File: src/rtl/sag_pkg.sv
// Shared constants, walker state type and mode decoding for the
// stream address generator. Assumes the 3-bit mode code layout of the brief.
package sag_pkg;

    localparam int LANES     = 2;   // addresses per beat
    localparam int GROUP_MAX = 4;   // largest record group

    typedef enum logic [1:0] {
        WS_IDLE = 2'd0,
        WS_LOAD = 2'd1,
        WS_EMIT = 2'd2
    } walk_state_e;

    // Record starts come from the index FIFO
    function automatic logic mode_indexed(input logic [2:0] m);
        return m[2] | m[1];
    endfunction

    // Data flows toward main memory
    function automatic logic mode_write(input logic [2:0] m);
        return m[2] | m[0];
    endfunction

    // Read-modify-write accumulate at the destination
    function automatic logic mode_add(input logic [2:0] m);
        return m[2];
    endfunction

endpackage

File: src/rtl/sag_walker.sv
// Command sequencer: walks groups, load steps, fields and lane halves.
// Assumes the top forms cmd_fire = cmd_valid & cmd_ready, and that
// `indexed` stays constant for the whole command.
module sag_walker
    import sag_pkg::*;
#(
    parameter int FW = 4,
    parameter int CW = 12
) (
    input  logic                 clk,
    input  logic                 rst_n,
    input  logic                 cmd_fire,
    input  logic [CW-1:0]        cmd_count,
    input  logic [FW-1:0]        cmd_rec_words,
    input  logic                 cmd_pack4,
    input  logic                 indexed,
    input  logic                 idx_valid,
    input  logic                 out_ready,
    output logic                 cmd_ready,
    output logic                 idx_ready,
    output logic                 load_en,
    output logic [1:0]           load_k,
    output logic                 emit_valid,
    output logic [FW-1:0]        field,
    output logic                 half,
    output logic [CW+FW-1:0]     slot,
    output logic [1:0]           lane_vld,
    output logic                 done
);

    localparam int SW = CW + FW;

    walk_state_e   state_q;
    logic [FW-1:0] rw_q;
    logic [FW-1:0] field_q;
    logic [CW-1:0] rem_q;
    logic [2:0]    grp_n_q;
    logic [1:0]    load_k_q;
    logic          half_q;
    logic          pack4_q;
    logic [SW-1:0] slot_q;
    logic          done_q;

    logic          beat_fire;
    logic          need_upper;
    logic          word_close;
    logic          group_close;
    logic [CW-1:0] rem_after;
    logic          cmd_last;

    // Records in the next group: G, or fewer in the tail
    function automatic logic [2:0] group_size(input logic [CW-1:0] left, input logic four);
        logic [CW-1:0] g;
        g = four ? CW'(4) : CW'(2);
        return (left >= g) ? g[2:0] : left[2:0];
    endfunction

    // Handshake and per-beat decode
    assign cmd_ready   = (state_q == WS_IDLE);
    assign idx_ready   = (state_q == WS_LOAD) && indexed;
    assign load_en     = (state_q == WS_LOAD) && (!indexed || idx_valid);
    assign emit_valid  = (state_q == WS_EMIT);
    assign lane_vld[0] = {1'b0, half_q, 1'b0} < grp_n_q;
    assign lane_vld[1] = {1'b0, half_q, 1'b1} < grp_n_q;
    assign beat_fire   = emit_valid && out_ready;
    assign need_upper  = pack4_q && (grp_n_q > 3'd2);
    assign word_close  = beat_fire && !(need_upper && !half_q);
    assign group_close = word_close && (field_q == rw_q - 1'b1);
    assign rem_after   = rem_q - CW'(grp_n_q);
    assign cmd_last    = group_close && (rem_after == '0);

    assign load_k = load_k_q;
    assign field  = field_q;
    assign half   = half_q;
    assign slot   = slot_q;
    assign done   = done_q;

    // Sequencer state update
    always_ff @(posedge clk) begin
        if (!rst_n) begin
            state_q  <= WS_IDLE;
            rw_q     <= FW'(1);
            field_q  <= '0;
            rem_q    <= '0;
            grp_n_q  <= '0;
            load_k_q <= '0;
            half_q   <= 1'b0;
            pack4_q  <= 1'b0;
            slot_q   <= '0;
            done_q   <= 1'b0;
        end else begin
            done_q <= 1'b0;
            case (state_q)
                WS_IDLE: begin
                    if (cmd_fire) begin
                        rw_q     <= (cmd_rec_words == '0) ? FW'(1) : cmd_rec_words;
                        pack4_q  <= cmd_pack4;
                        rem_q    <= cmd_count;
                        grp_n_q  <= group_size(cmd_count, cmd_pack4);
                        slot_q   <= '0;
                        field_q  <= '0;
                        half_q   <= 1'b0;
                        load_k_q <= '0;
                        if (cmd_count == '0) begin
                            done_q <= 1'b1;
                        end else begin
                            state_q <= WS_LOAD;
                        end
                    end
                end
                WS_LOAD: begin
                    if (load_en) begin
                        if ({1'b0, load_k_q} == grp_n_q - 3'd1) begin
                            load_k_q <= '0;
                            state_q  <= WS_EMIT;
                        end else begin
                            load_k_q <= load_k_q + 2'd1;
                        end
                    end
                end
                WS_EMIT: begin
                    if (beat_fire) begin
                        if (!word_close) begin
                            half_q <= 1'b1;
                        end else begin
                            half_q <= 1'b0;
                            slot_q <= slot_q + 1'b1;
                            if (!group_close) begin
                                field_q <= field_q + 1'b1;
                            end else begin
                                field_q <= '0;
                                rem_q   <= rem_after;
                                if (cmd_last) begin
                                    done_q  <= 1'b1;
                                    state_q <= WS_IDLE;
                                end else begin
                                    grp_n_q <= group_size(rem_after, pack4_q);
                                    state_q <= WS_LOAD;
                                end
                            end
                        end
                    end
                end
                default: state_q <= WS_IDLE;
            endcase
        end
    end

    AST_BEAT_HELD: assert property (@(posedge clk) disable iff (!rst_n)
        emit_valid && !out_ready |=> emit_valid && $stable(field_q) && $stable(half_q) && $stable(slot_q))
        else $error("beat changed under stall");
    AST_DONE_CAUSE: assert property (@(posedge clk) disable iff (!rst_n)
        done |-> $past(beat_fire) || $past(cmd_fire))
        else $error("done without cause");
    AST_LOW_LANE_LIVE: assert property (@(posedge clk) disable iff (!rst_n)
        emit_valid |-> lane_vld[0])
        else $error("beat with empty low lane");
    AST_IDX_ONLY_INDEXED: assert property (@(posedge clk) disable iff (!rst_n)
        idx_ready |-> indexed)
        else $error("index pop in strided mode");
    AST_IDLE_QUIET: assert property (@(posedge clk) disable iff (!rst_n)
        cmd_ready |-> !emit_valid)
        else $error("beat while idle");

endmodule

File: src/rtl/sag_start_file.sv
// Holds the start word address of each record in the current group and
// forms the two lane addresses of a beat. Assumes load_k only names a
// record inside the group and that the walker orders loads by record.
module sag_start_file
    import sag_pkg::*;
#(
    parameter int AW = 32,
    parameter int FW = 4
) (
    input  logic          clk,
    input  logic          rst_n,
    input  logic          cmd_fire,
    input  logic [AW-1:0] cmd_base,
    input  logic [AW-1:0] cmd_stride,
    input  logic          indexed,
    input  logic          load_en,
    input  logic [1:0]    load_k,
    input  logic [AW-1:0] idx_data,
    input  logic          half,
    input  logic [FW-1:0] field,
    output logic [AW-1:0] addr0,
    output logic [AW-1:0] addr1
);

    logic [AW-1:0] base_q;
    logic [AW-1:0] stride_q;
    logic [AW-1:0] acc_q;
    logic [AW-1:0] start_q [GROUP_MAX];
    logic [AW-1:0] load_val;
    logic [AW-1:0] lane_addr [LANES];

    // Next record start: indexed offset, or the running strided sum
    assign load_val = indexed ? (base_q + idx_data) : acc_q;

    // Command operands and strided accumulator
    always_ff @(posedge clk) begin
        if (!rst_n) begin
            base_q   <= '0;
            stride_q <= '0;
            acc_q    <= '0;
        end else if (cmd_fire) begin
            base_q   <= cmd_base;
            stride_q <= cmd_stride;
            acc_q    <= cmd_base;
        end else if (load_en && !indexed) begin
            acc_q <= acc_q + stride_q;
        end
    end

    // Capture one record start per load step
    always_ff @(posedge clk) begin
        if (!rst_n) begin
            for (int g = 0; g < GROUP_MAX; g++) begin
                start_q[g] <= '0;
            end
        end else if (load_en) begin
            start_q[load_k] <= load_val;
        end
    end

    // One adder per lane: record start plus field offset
    for (genvar l = 0; l < LANES; l++) begin : g_lane
        assign lane_addr[l] = start_q[{half, 1'(l)}] + AW'(field);
    end

    assign addr0 = lane_addr[0];
    assign addr1 = lane_addr[1];

endmodule

File: src/rtl/stream_addr_gen.sv
// Top level: latches the mode, joins the sequencer and the start file,
// and presents the beat interface. Assumes the index FIFO shows its head
// on idx_data whenever idx_valid is 1.
module stream_addr_gen
    import sag_pkg::*;
#(
    parameter int AW = 32,
    parameter int FW = 4,
    parameter int CW = 12
) (
    input  logic             clk,
    input  logic             rst_n,
    input  logic             cmd_valid,
    output logic             cmd_ready,
    input  logic [2:0]       cmd_mode,
    input  logic [AW-1:0]    cmd_base,
    input  logic [FW-1:0]    cmd_rec_words,
    input  logic [AW-1:0]    cmd_stride,
    input  logic [CW-1:0]    cmd_count,
    input  logic             cmd_pack4,
    input  logic             idx_valid,
    output logic             idx_ready,
    input  logic [AW-1:0]    idx_data,
    output logic             out_valid,
    input  logic             out_ready,
    output logic [AW-1:0]    out_addr0,
    output logic [AW-1:0]    out_addr1,
    output logic [1:0]       out_lane_vld,
    output logic [CW+FW-1:0] out_slot,
    output logic             out_half,
    output logic             out_write,
    output logic             out_add,
    output logic             done
);

    logic          cmd_fire;
    logic [2:0]    mode_q;
    logic          indexed;
    logic          load_en;
    logic [1:0]    load_k;
    logic [FW-1:0] field;
    logic          half;

    assign cmd_fire  = cmd_valid && cmd_ready;
    assign indexed   = mode_indexed(mode_q);
    assign out_write = mode_write(mode_q);
    assign out_add   = mode_add(mode_q);
    assign out_half  = half;

    // Mode register, held for the whole command
    always_ff @(posedge clk) begin
        if (!rst_n) begin
            mode_q <= '0;
        end else if (cmd_fire) begin
            mode_q <= cmd_mode;
        end
    end

    sag_walker #(.FW(FW), .CW(CW)) u_walker (
        .clk           (clk),
        .rst_n         (rst_n),
        .cmd_fire      (cmd_fire),
        .cmd_count     (cmd_count),
        .cmd_rec_words (cmd_rec_words),
        .cmd_pack4     (cmd_pack4),
        .indexed       (indexed),
        .idx_valid     (idx_valid),
        .out_ready     (out_ready),
        .cmd_ready     (cmd_ready),
        .idx_ready     (idx_ready),
        .load_en       (load_en),
        .load_k        (load_k),
        .emit_valid    (out_valid),
        .field         (field),
        .half          (half),
        .slot          (out_slot),
        .lane_vld      (out_lane_vld),
        .done          (done)
    );

    sag_start_file #(.AW(AW), .FW(FW)) u_starts (
        .clk        (clk),
        .rst_n      (rst_n),
        .cmd_fire   (cmd_fire),
        .cmd_base   (cmd_base),
        .cmd_stride (cmd_stride),
        .indexed    (indexed),
        .load_en    (load_en),
        .load_k     (load_k),
        .idx_data   (idx_data),
        .half       (half),
        .field      (field),
        .addr0      (out_addr0),
        .addr1      (out_addr1)
    );

    AST_ADDR_HELD: assert property (@(posedge clk) disable iff (!rst_n)
        out_valid && !out_ready |=> $stable(out_addr0) && $stable(out_addr1) && $stable(out_lane_vld))
        else $error("address changed under stall");
    AST_DIR_STEADY: assert property (@(posedge clk) disable iff (!rst_n)
        out_valid && $past(out_valid) |-> $stable(out_write) && $stable(out_add))
        else $error("direction changed mid-command");

endmodule

File: config.mk
export PLATFORM = sky130hd
export DESIGN_NAME = stream_addr_gen
export DESIGN_NICKNAME = d
export VERILOG_FILES = /design/src/rtl/sag_pkg.sv /design/src/rtl/sag_walker.sv /design/src/rtl/sag_start_file.sv /design/src/rtl/stream_addr_gen.sv
export SDC_FILE = /design/constraint.sdc
export NUM_CORES = 1
export LEC_CHECK = 0
export ABC_CLOCK_PERIOD_IN_PS = 5800
export CAP_MARGIN = 20
export CORE_ASPECT_RATIO = 0.7
export CORE_MARGIN = 2
export CORE_UTILIZATION = 30
export CTS_CLUSTER_SIZE = 20
export DETAILED_ROUTE_END_ITERATION = 16
export PLACE_DENSITY = 0.48
export SYNTH_ARGS = -nofsm -noshare
export SYNTH_HDL_FRONTEND = slang
export SYNTH_SLANG_ARGS = --single-unit
File: constraint.sdc
create_clock -name clk -period 5.8 [get_ports clk]
set_input_delay 0.58 -clock clk [delete_from_list [all_inputs] [get_ports clk]]
set_output_delay 0.58 -clock clk [all_outputs]
set_load 0.005 [all_outputs]
Word-level counts from Yosys, hierarchy flattened
Memories as Yosys holds them, arrays and structs flattened. A register that Yosys moved wholly into a read port is not among the register bits.
Index checks and enable logic that the tools add are counted.
{"block": "classes", "n_addsub": 10, "magnitude_cmp": 5, "eq_ne": 12, "mux": 63, "n_bitwise": 2, "reduce_logical": 29}
{"cell": "32-bit two-way mux", "count": 4}
{"cell": "32-bit adder", "count": 2}
{"cell": "32-bit by 4-bit adder with 32-bit output", "count": 2}
{"cell": "12-bit two-way mux", "count": 4}
{"cell": "16-bit two-way mux", "count": 3}
{"cell": "16-bit case mux with 2 select lines", "count": 1}
{"cell": "32-bit OR reduction", "count": 1}
{"cell": "2-bit two-way mux", "count": 15}
{"cell": "3-bit two-way mux", "count": 9}
{"cell": "12-bit >= comparator", "count": 2}
{"cell": "12-bit zero test", "count": 2}
{"cell": "12-bit case mux with 2 select lines", "count": 1}
{"cell": "4-bit two-way mux", "count": 5}
{"cell": "16-bit by 1-bit adder with 16-bit output, second input constant", "count": 1}
{"cell": "1-bit two-way mux", "count": 15}
{"cell": "2-bit != test, second input constant", "count": 6}
{"cell": "12-bit by 3-bit subtractor with 12-bit output", "count": 1}
{"cell": "1-bit logical AND", "count": 10}
{"cell": "4-bit case mux with 2 select lines", "count": 1}
{"cell": "7-bit AND reduction", "count": 1}
{"cell": "2-bit by 3-bit less-than comparator with 1-bit output", "count": 2}
{"cell": "2-bit case mux with 3 select lines", "count": 1}
{"cell": "3-bit case mux with 2 select lines", "count": 1}
{"cell": "3-bit AND reduction", "count": 2}
{"cell": "other kinds (22)", "count": 29}
{"block": "totals", "reg_bits": 145, "mem_bits_rw": 128, "in_bits": 121, "out_inout_bits": 89, "wordCells": 136, "memories": 1}
{"name": "u_starts.start_q", "words": 4, "word_bits": 32, "rd": 2, "rd_clocked_by_memory_dff": 2, "write_ports": 4, "line_no": "sag_start_file.sv:28", "source": "logic [AW-1:0] start_q [GROUP_MAX];"}

Longest topological paths before layout
Gate-level depths: netlist of run 1.
{"block": "depth", "word_depth": 12, "mapped_depth": 22, "ltp_nobuf": 13}

Hierarchy
A second synthesis of run 1 with hierarchy kept.
{"block": "hier_totals", "hier_cells": 1993, "area_unflattened_um2": 17874.6}
{"mod": "sag_start_file", "n_inst": 1, "cells_each": 1617, "area_per_inst_um2": 14913.1, "seq_area_each_um2": 5765.5}
{"mod": "sag_walker", "n_inst": 1, "cells_each": 361, "area_per_inst_um2": 2824.0, "seq_area_each_um2": 920.9}
{"mod": "stream_addr_gen", "n_inst": 1, "cells_each": 15, "area_per_inst_um2": 137.6, "seq_area_each_um2": 60.1}

Least setup slack after synthesis of run 1
OpenSTA, ideal clock, no wires.
{"block": "synth_timing", "path_kind": "flip-flop to output port", "start": "reg (tool-made name)", "end": "out out_addr1[27]", "arrival_time_ns": 4.115, "required_ns": 5.220, "path_slack_ns": 1.105, "stages_incl_launch_ff": 22, "path_buffers": 9, "path_cell_list": "dfxtp_1 > buf_4 > buf_6 > buf_4 > buf_6 > buf_4 > buf_2 > buf_2 > buf_1 > mux2i_1 > inv_1 > ha_1 > a21o_1 > a21o_1 > a21oi_1 > or4_4 > or2_0 > buf_2 > nor3_4 > nand2_1 > xor2_1 > mux2i_1"}
{"element": "to (decl)", "line_no": "stream_addr_gen.sv:27", "source": "output logic [AW-1:0] out_addr1,"}

==> flow_summary.json, run 1 <==
{
  "setup_viol": 0,
  "place_congestion": 0.864,
  "hp-class": "flip-flop to flip-flop",
  "synth_seq_cells": 274,
  "synth_top_area_cell": "edfxtp_1",
  "die_y_um": 201,
  "seq_area_frac_synth": 0.407,
  "yosysTopAreaCellShare": 0.231,
  "fin_nets": 2322,
  "status": "finished clean",
  "synth-async-reset-ratio": 0,
  "clk_path_buf_depth": 3,
  "finalHoldViolCount": 0,
  "drtAntennaViolNets": 0,
  "cts-root-buf": "clkbuf_16",
  "pin_count": 210,
  "avgViaCountPerCell": 5.02,
  "grt_max_degree": 76,
  "drv_cap": 0,
  "design.die.area_um2": 57300,
  "crit_top_cell": "a21o_1",
  "worstSkewPairLatency_ps": 570,
  "port_buffers": 209,
  "cp_cell_sequence": "mux2i_1 -> inv_1 -> ha_1 -> a21o_1 -> a21o_1 -> a21oi_1 -> nor3b_2 -> and2b_1 -> and3_1 -> nand2_1 -> nor3_1 -> xnor2_1 -> clkdlybuf4s50_1",
  "clkTransAtPathRegs_ps": 60,
  "tns_ps": 0,
  "max_stage_delay_ps": 700,
  "synth.most_common_cell": "nand2_1",
  "crit_path_end_kind": "output pin",
  "drt-total-wl_um": 52500,
  "max_slew_margin": 0.331,
  "cellLeakagePower_nw": 7.65,
  "antenna_found_initial": 0,
  "drv_slew": 0,
  "nFillCells": 5656,
  "holdBufCountCts": 0,
  "whs_ps": 460,
  "ctsResizeCount": 0,
  "remaining_drc_errors": 0,
  "critPathSlowestCell": "dfxtp_4",
  "ys_warn_count": 0,
  "crit_type": "flip-flop to output pin",
  "detail_route.iter0.violations": 964,
  "cts_tree": "yes",
  "max_freq_mhz": 193,
  "powerDensity_nw_per_um2": 287,
  "tightest_slew_ps": 1000,
  "core_area_um2": 55000,
  "required_ps": 5220,
  "start_util": 0.302,
  "htreeDepth": 1,
  "rows": 72,
  "cts_setup_buffers": 0,
  "syn_nets": 2152,
  "critPathArrivalTime_ps": 4610,
  "yosys_most_used_dff": "dfxtp_1",
  "synth_common_cells": "322 x nand2_1, 223 x nor2_1, 194 x a21oi_1",
  "vdd_drop_max_mv": 0.191,
  "drive_gt1_frac": 0.0557,
  "synthTopCellsByArea": "edfxtp_1 23%, dfxtp_1 18%, nand2_1 7.3%, ha_1 6.3%, a21oi_1 5.8%",
  "clock_sinks": 274,
  "die_w_um": 285,
  "drt-pass1-iter-count": 5,
  "clock_skew_ps": 15.2,
  "cts_buffers": 31,
  "ys_types": 81,
  "cp-start-kind": "flip-flop",
  "period_minus_slack_ps": 5190,
  "avgSynthCellArea_um2": 8.55,
  "crit_fanout": 47,
  "grt_use_total": 0.179,
  "rsz0062_at_grt": "no",
  "vias": 14455,
  "fin_crit_sh": 0.895,
  "gr-total-overflow": 0,
  "syn_area_um2": 16600,
  "synth_edf_count": 128,
  "grt_pass1_vias": 13885,
  "grt_pass1_wl_um": 80900,
  "post_drt_wl_per_cell_um": 18.2,
  "netlist_instances": 1943,
  "hpwlAfterDp_um": 39100,
  "syn2layout_area_growth_pct": 23.3
}
[sequential cells by signal, summed over array words and instances (netlist names), 2 cells and up, named ones only]
register	flops
mode_q	3
u_starts.acc_q	32
u_starts.base_q	32
u_starts.start_q	128
u_starts.stride_q	32
u_walker.field	4
u_walker.grp_n_q	3
u_walker.load_k	2
u_walker.rem_q	12
u_walker.rw_q	4
u_walker.slot	16
u_walker.state_q	2
[logic make-up (layout without fill, tap and decap cells)]
family	count (synthesis)	after routing	share of synthesized area
and+or+nand+nor	753	753	0.201
AOI/OAI and AO/OA	483	483	0.180
DFF	274	274	0.407
buffers and inverters	157	351	0.0380
xor gates and xnor gates	129	129	0.0680
adders and majority gates	88	88	0.0685
muxes	59	59	0.0367
other	0	1	0
[critical path, delay by kind of cell, from the launching register on]
family,cells,cell delay (ps)
buffers and inverters,2,600
adders and majority gates,1,280
xor gates and xnor gates,1,170
DFF,1,700
muxes,1,370
and+or+nand+nor,5,1490
AOI/OAI and AO/OA,3,430
[layout make-up]
cell class,instances,area [µm²],area share
clock inverter,18,215,0.0105
inverter,65,246,0.0120
multi-input combinational,1512,9240,0.451
sequential,274,6770,0.330
clock buffer,39,838,0.0409
tap,740,926,0.0452
antenna,1,2.50,0.000122
timing repair buffer,229,2250,0.110
[per-stage QoR]
stage | std cells | instance area [µm²] | setup slack, ps | util | power, mW
after floorplan | 1943 | 16600 | 1110 | - | 3.28
after global placement | 2820 | 19400 | 1260 | 0.354 | 3.86
after detailed placement | 2820 | 19400 | 1220 | 0.354 | 3.87
after CTS | 2877 | 20500 | 597 | 0.373 | 5.95
after global routing | 2877 | 20500 | 294 | 0.373 | 6.20
final | 2878 | 20500 | 611 | 0.373 | 5.87
[cell usage in the layout, fill, tap and decap left out, types with 58 or more instances in the layout]
cell type	netlist	final
clkdlybuf4s50_1	0	209
nor2_1	223	222
inv_1	65	64
o21ai_0	99	99
nand2_1	322	320
edfxtp_1	128	128
xor2_1	58	58
dfxtp_1	146	145
ha_1	83	83
a21oi_1	194	194
xnor2_1	71	71
[where the power goes]
part	internal, mW	switching, mW	total [mW]
Sequential	2.17	0.137	2.31
Clock	1.20	0.852	2.06
Combinational	0.634	0.873	1.51
[per-layer routing]
metal	global-route usage	wire, µm	vias up
li1	-	-	7210
met1	0.248	24500	6858
met2	0.297	24400	327
met3	0.0276	2610	60
met4	0.0337	996	0
met5	0	0	-
[final timing paths]
kind | slack, ps | endpoint | start | cells past startpoint
setup / recovery | 610 | out_addr0[31] | flip-flop | 13
hold / removal | 460 | u_starts.stride_q[3] | u_starts.stride_q[3] | 2
setup reg to reg | 2140 | u_starts.start_q[0][4] | mode_q[2] | 9
hold reg to reg | 460 | u_starts.stride_q[3] | u_starts.stride_q[3] | 2
(Power assumes the default switching activity.)
==> inputs of run 2 (changes only) <==
--- a/config.mk
+++ b/config.mk
@@ -9,10 +9,10 @@
 export CAP_MARGIN = 20
 export CORE_ASPECT_RATIO = 0.7
 export CORE_MARGIN = 2
-export CORE_UTILIZATION = 30
+export CORE_UTILIZATION = 57
 export CTS_CLUSTER_SIZE = 20
 export DETAILED_ROUTE_END_ITERATION = 16
-export PLACE_DENSITY = 0.48
+export PLACE_DENSITY = 0.82
 export SYNTH_ARGS = -nofsm -noshare
 export SYNTH_HDL_FRONTEND = slang
 export SYNTH_SLANG_ARGS = --single-unit
==> run 2 against run 1 <==
Sequential cell count stayed put. Critical path type unchanged. Final cell count decreased by 13%. Clock skew up 3.5 ps. Wire length fell by 10%. Hold slack gained 0.75 ps. Critical path depth stayed put. Register-to-register slack better by 110 ps. Sequential share of layout area up 1.1 points. Sequential power barely moved. Largest cell class unchanged. Highest routed layer unchanged. Power fell by 4.5%. Via count increased by 4.8%. Clock power down 12%.
==> flow_summary.json, run 2 (synthesized netlist as in run 1, its figures left out) <==
{
  "status": "finished clean",
  "rsz0062_at_grt": "no",
  "hpwlAfterDp_um": 34700,
  "worstSkewPairLatency_ps": 560,
  "vias": 15156,
  "clk_path_buf_depth": 3,
  "cellLeakagePower_nw": 7.57,
  "grt_use_total": 0.301,
  "detail_route.iter0.violations": 1437,
  "tns_ps": 0,
  "max_slew_margin": 0.353,
  "largest_register_ffs": 128,
  "core_area_um2": 28800,
  "top_register": "u_starts.start_q",
  "crit_fanout": 36,
  "crit_path_end_kind": "output pin",
  "avgViaCountPerCell": 6.05,
  "die_y_um": 147,
  "antenna_cells": 0,
  "reg2reg_setup_slack_ps": 2250,
  "vdd_drop_max_mv": 0.220,
  "drv_slew": 0,
  "start_util": 0.578,
  "drv_cap": 0,
  "clkTransAtPathRegs_ps": 60,
  "clock_skew_ps": 18.7,
  "final_common_cell": "nand2_1",
  "htreeDepth": 1,
  "drt-total-wl_um": 47000,
  "ctsResizeCount": 0,
  "max_freq_mhz": 195,
  "grt_pass1_vias": 14481,
  "remaining_drc_errors": 0,
  "grt_max_degree": 73,
  "clock_sinks": 274,
  "drtAntennaViolNets": 0,
  "place_congestion": 0.938,
  "design.die.area_um2": 30600,
  "pin_count": 210,
  "powerDensity_nw_per_um2": 283,
  "post_drt_wl_per_cell_um": 18.7,
  "cts_buffers": 27,
  "cp-start-kind": "flip-flop",
  "crit_type": "flip-flop to output pin",
  "drt-pass1-iter-count": 6,
  "grt_pass1_wl_um": 74600,
  "hp-class": "flip-flop to flip-flop",
  "gr-total-overflow": 0,
  "cts_setup_buffers": 0,
  "cts_tree": "yes",
  "fin_crit_sh": 0.885,
  "rows": 52,
  "drive_gt1_frac": 0.0484,
  "critPathArrivalTime_ps": 4560,
  "fin_nets": 2317,
  "layout_common_cells": "320 x nand2_1, 222 x nor2_1, 209 x clkdlybuf4s50_1",
  "power_mw": 5.61,
  "antenna_found_initial": 0,
  "die_w_um": 208,
  "holdBufCountCts": 0,
  "setup_viol": 0,
  "cts-root-buf": "clkbuf_16",
  "required_ps": 5220,
  "port_buffers": 209,
  "period_minus_slack_ps": 5140,
  "tightest_slew_ps": 968,
  "syn2layout_area_growth_pct": 19.5,
  "finalHoldViolCount": 0
}
## run 2: metal layers
metal	vias up	track usage	wire (µm)
li1	7187	-	-
met1	7201	0.412	20400
met2	662	0.501	21600
met3	106	0.0366	3400
met4	0	0.100	1520
met5	-	0	0
## run 2: path summary, 6_finish.rpt
check / from / endpoint / depth (start not counted)
min reg2reg: u_starts.stride_q[24] / u_starts.stride_q[24] / 2
max reg2reg: mode_q[2] / u_starts.start_q[0][5] / 9
min: u_starts.stride_q[24] / u_starts.stride_q[24] / 2
max: flip-flop / out_addr0[31] / 13
## run 2: stage by stage
stage,hold slack (ps),std cells,instance area [µm²],setup WS (ps),utilization
after detailed placement,453,2457,19000,1310,0.659
final,461,2507,19900,664,0.690
after global routing,483,2507,19900,422,0.690
after CTS,462,2507,19900,690,0.690
after global placement,441,2457,19000,1370,0.659
after floorplan,431,1943,16600,1110,-
## run 2: where the power goes
part / internal (mW) / switching (mW) / total [mW]
clock: 1.05 / 0.765 / 1.81
combinational: 0.630 / 0.857 / 1.49
sequential: 2.17 / 0.135 / 2.31
## run 2: worst max-delay path, cell delays in order (launching register included)
cell and delay (ps):
dfxtp_4 630, mux2i_1 360, inv_1 80, ha_1 280
a21o_1 110, a21o_1 140, a21oi_1 150, nor3b_2 440
and2b_1 250, and3_1 330, nand2_1 130, nor3_1 400
xnor2_1 180, clkdlybuf4s50_1 520
## run 2: cell type report
class | instances | area, µm²
Clock buffer | 35 | 716
Fill cell | 2291 | 8910
Timing Repair Buffer | 228 | 2230
Sequential cell | 274 | 6770
Multi-Input combinational cell | 1512 | 9240
Clock inverter | 15 | 176
Tap cell | 378 | 473
Inverter | 65 | 245
==> inputs of run 3 (changes only) <==
--- a/config.mk
+++ b/config.mk
@@ -13,6 +13,7 @@
 export CTS_CLUSTER_SIZE = 20
 export DETAILED_ROUTE_END_ITERATION = 16
 export PLACE_DENSITY = 0.82
+export SETUP_SLACK_MARGIN = 0.15
 export SYNTH_ARGS = -nofsm -noshare
 export SYNTH_HDL_FRONTEND = slang
 export SYNTH_SLANG_ARGS = --single-unit
==> results of run 3 <==
Same layout as run 2: the final DEF is identical, and so are final timing and power.
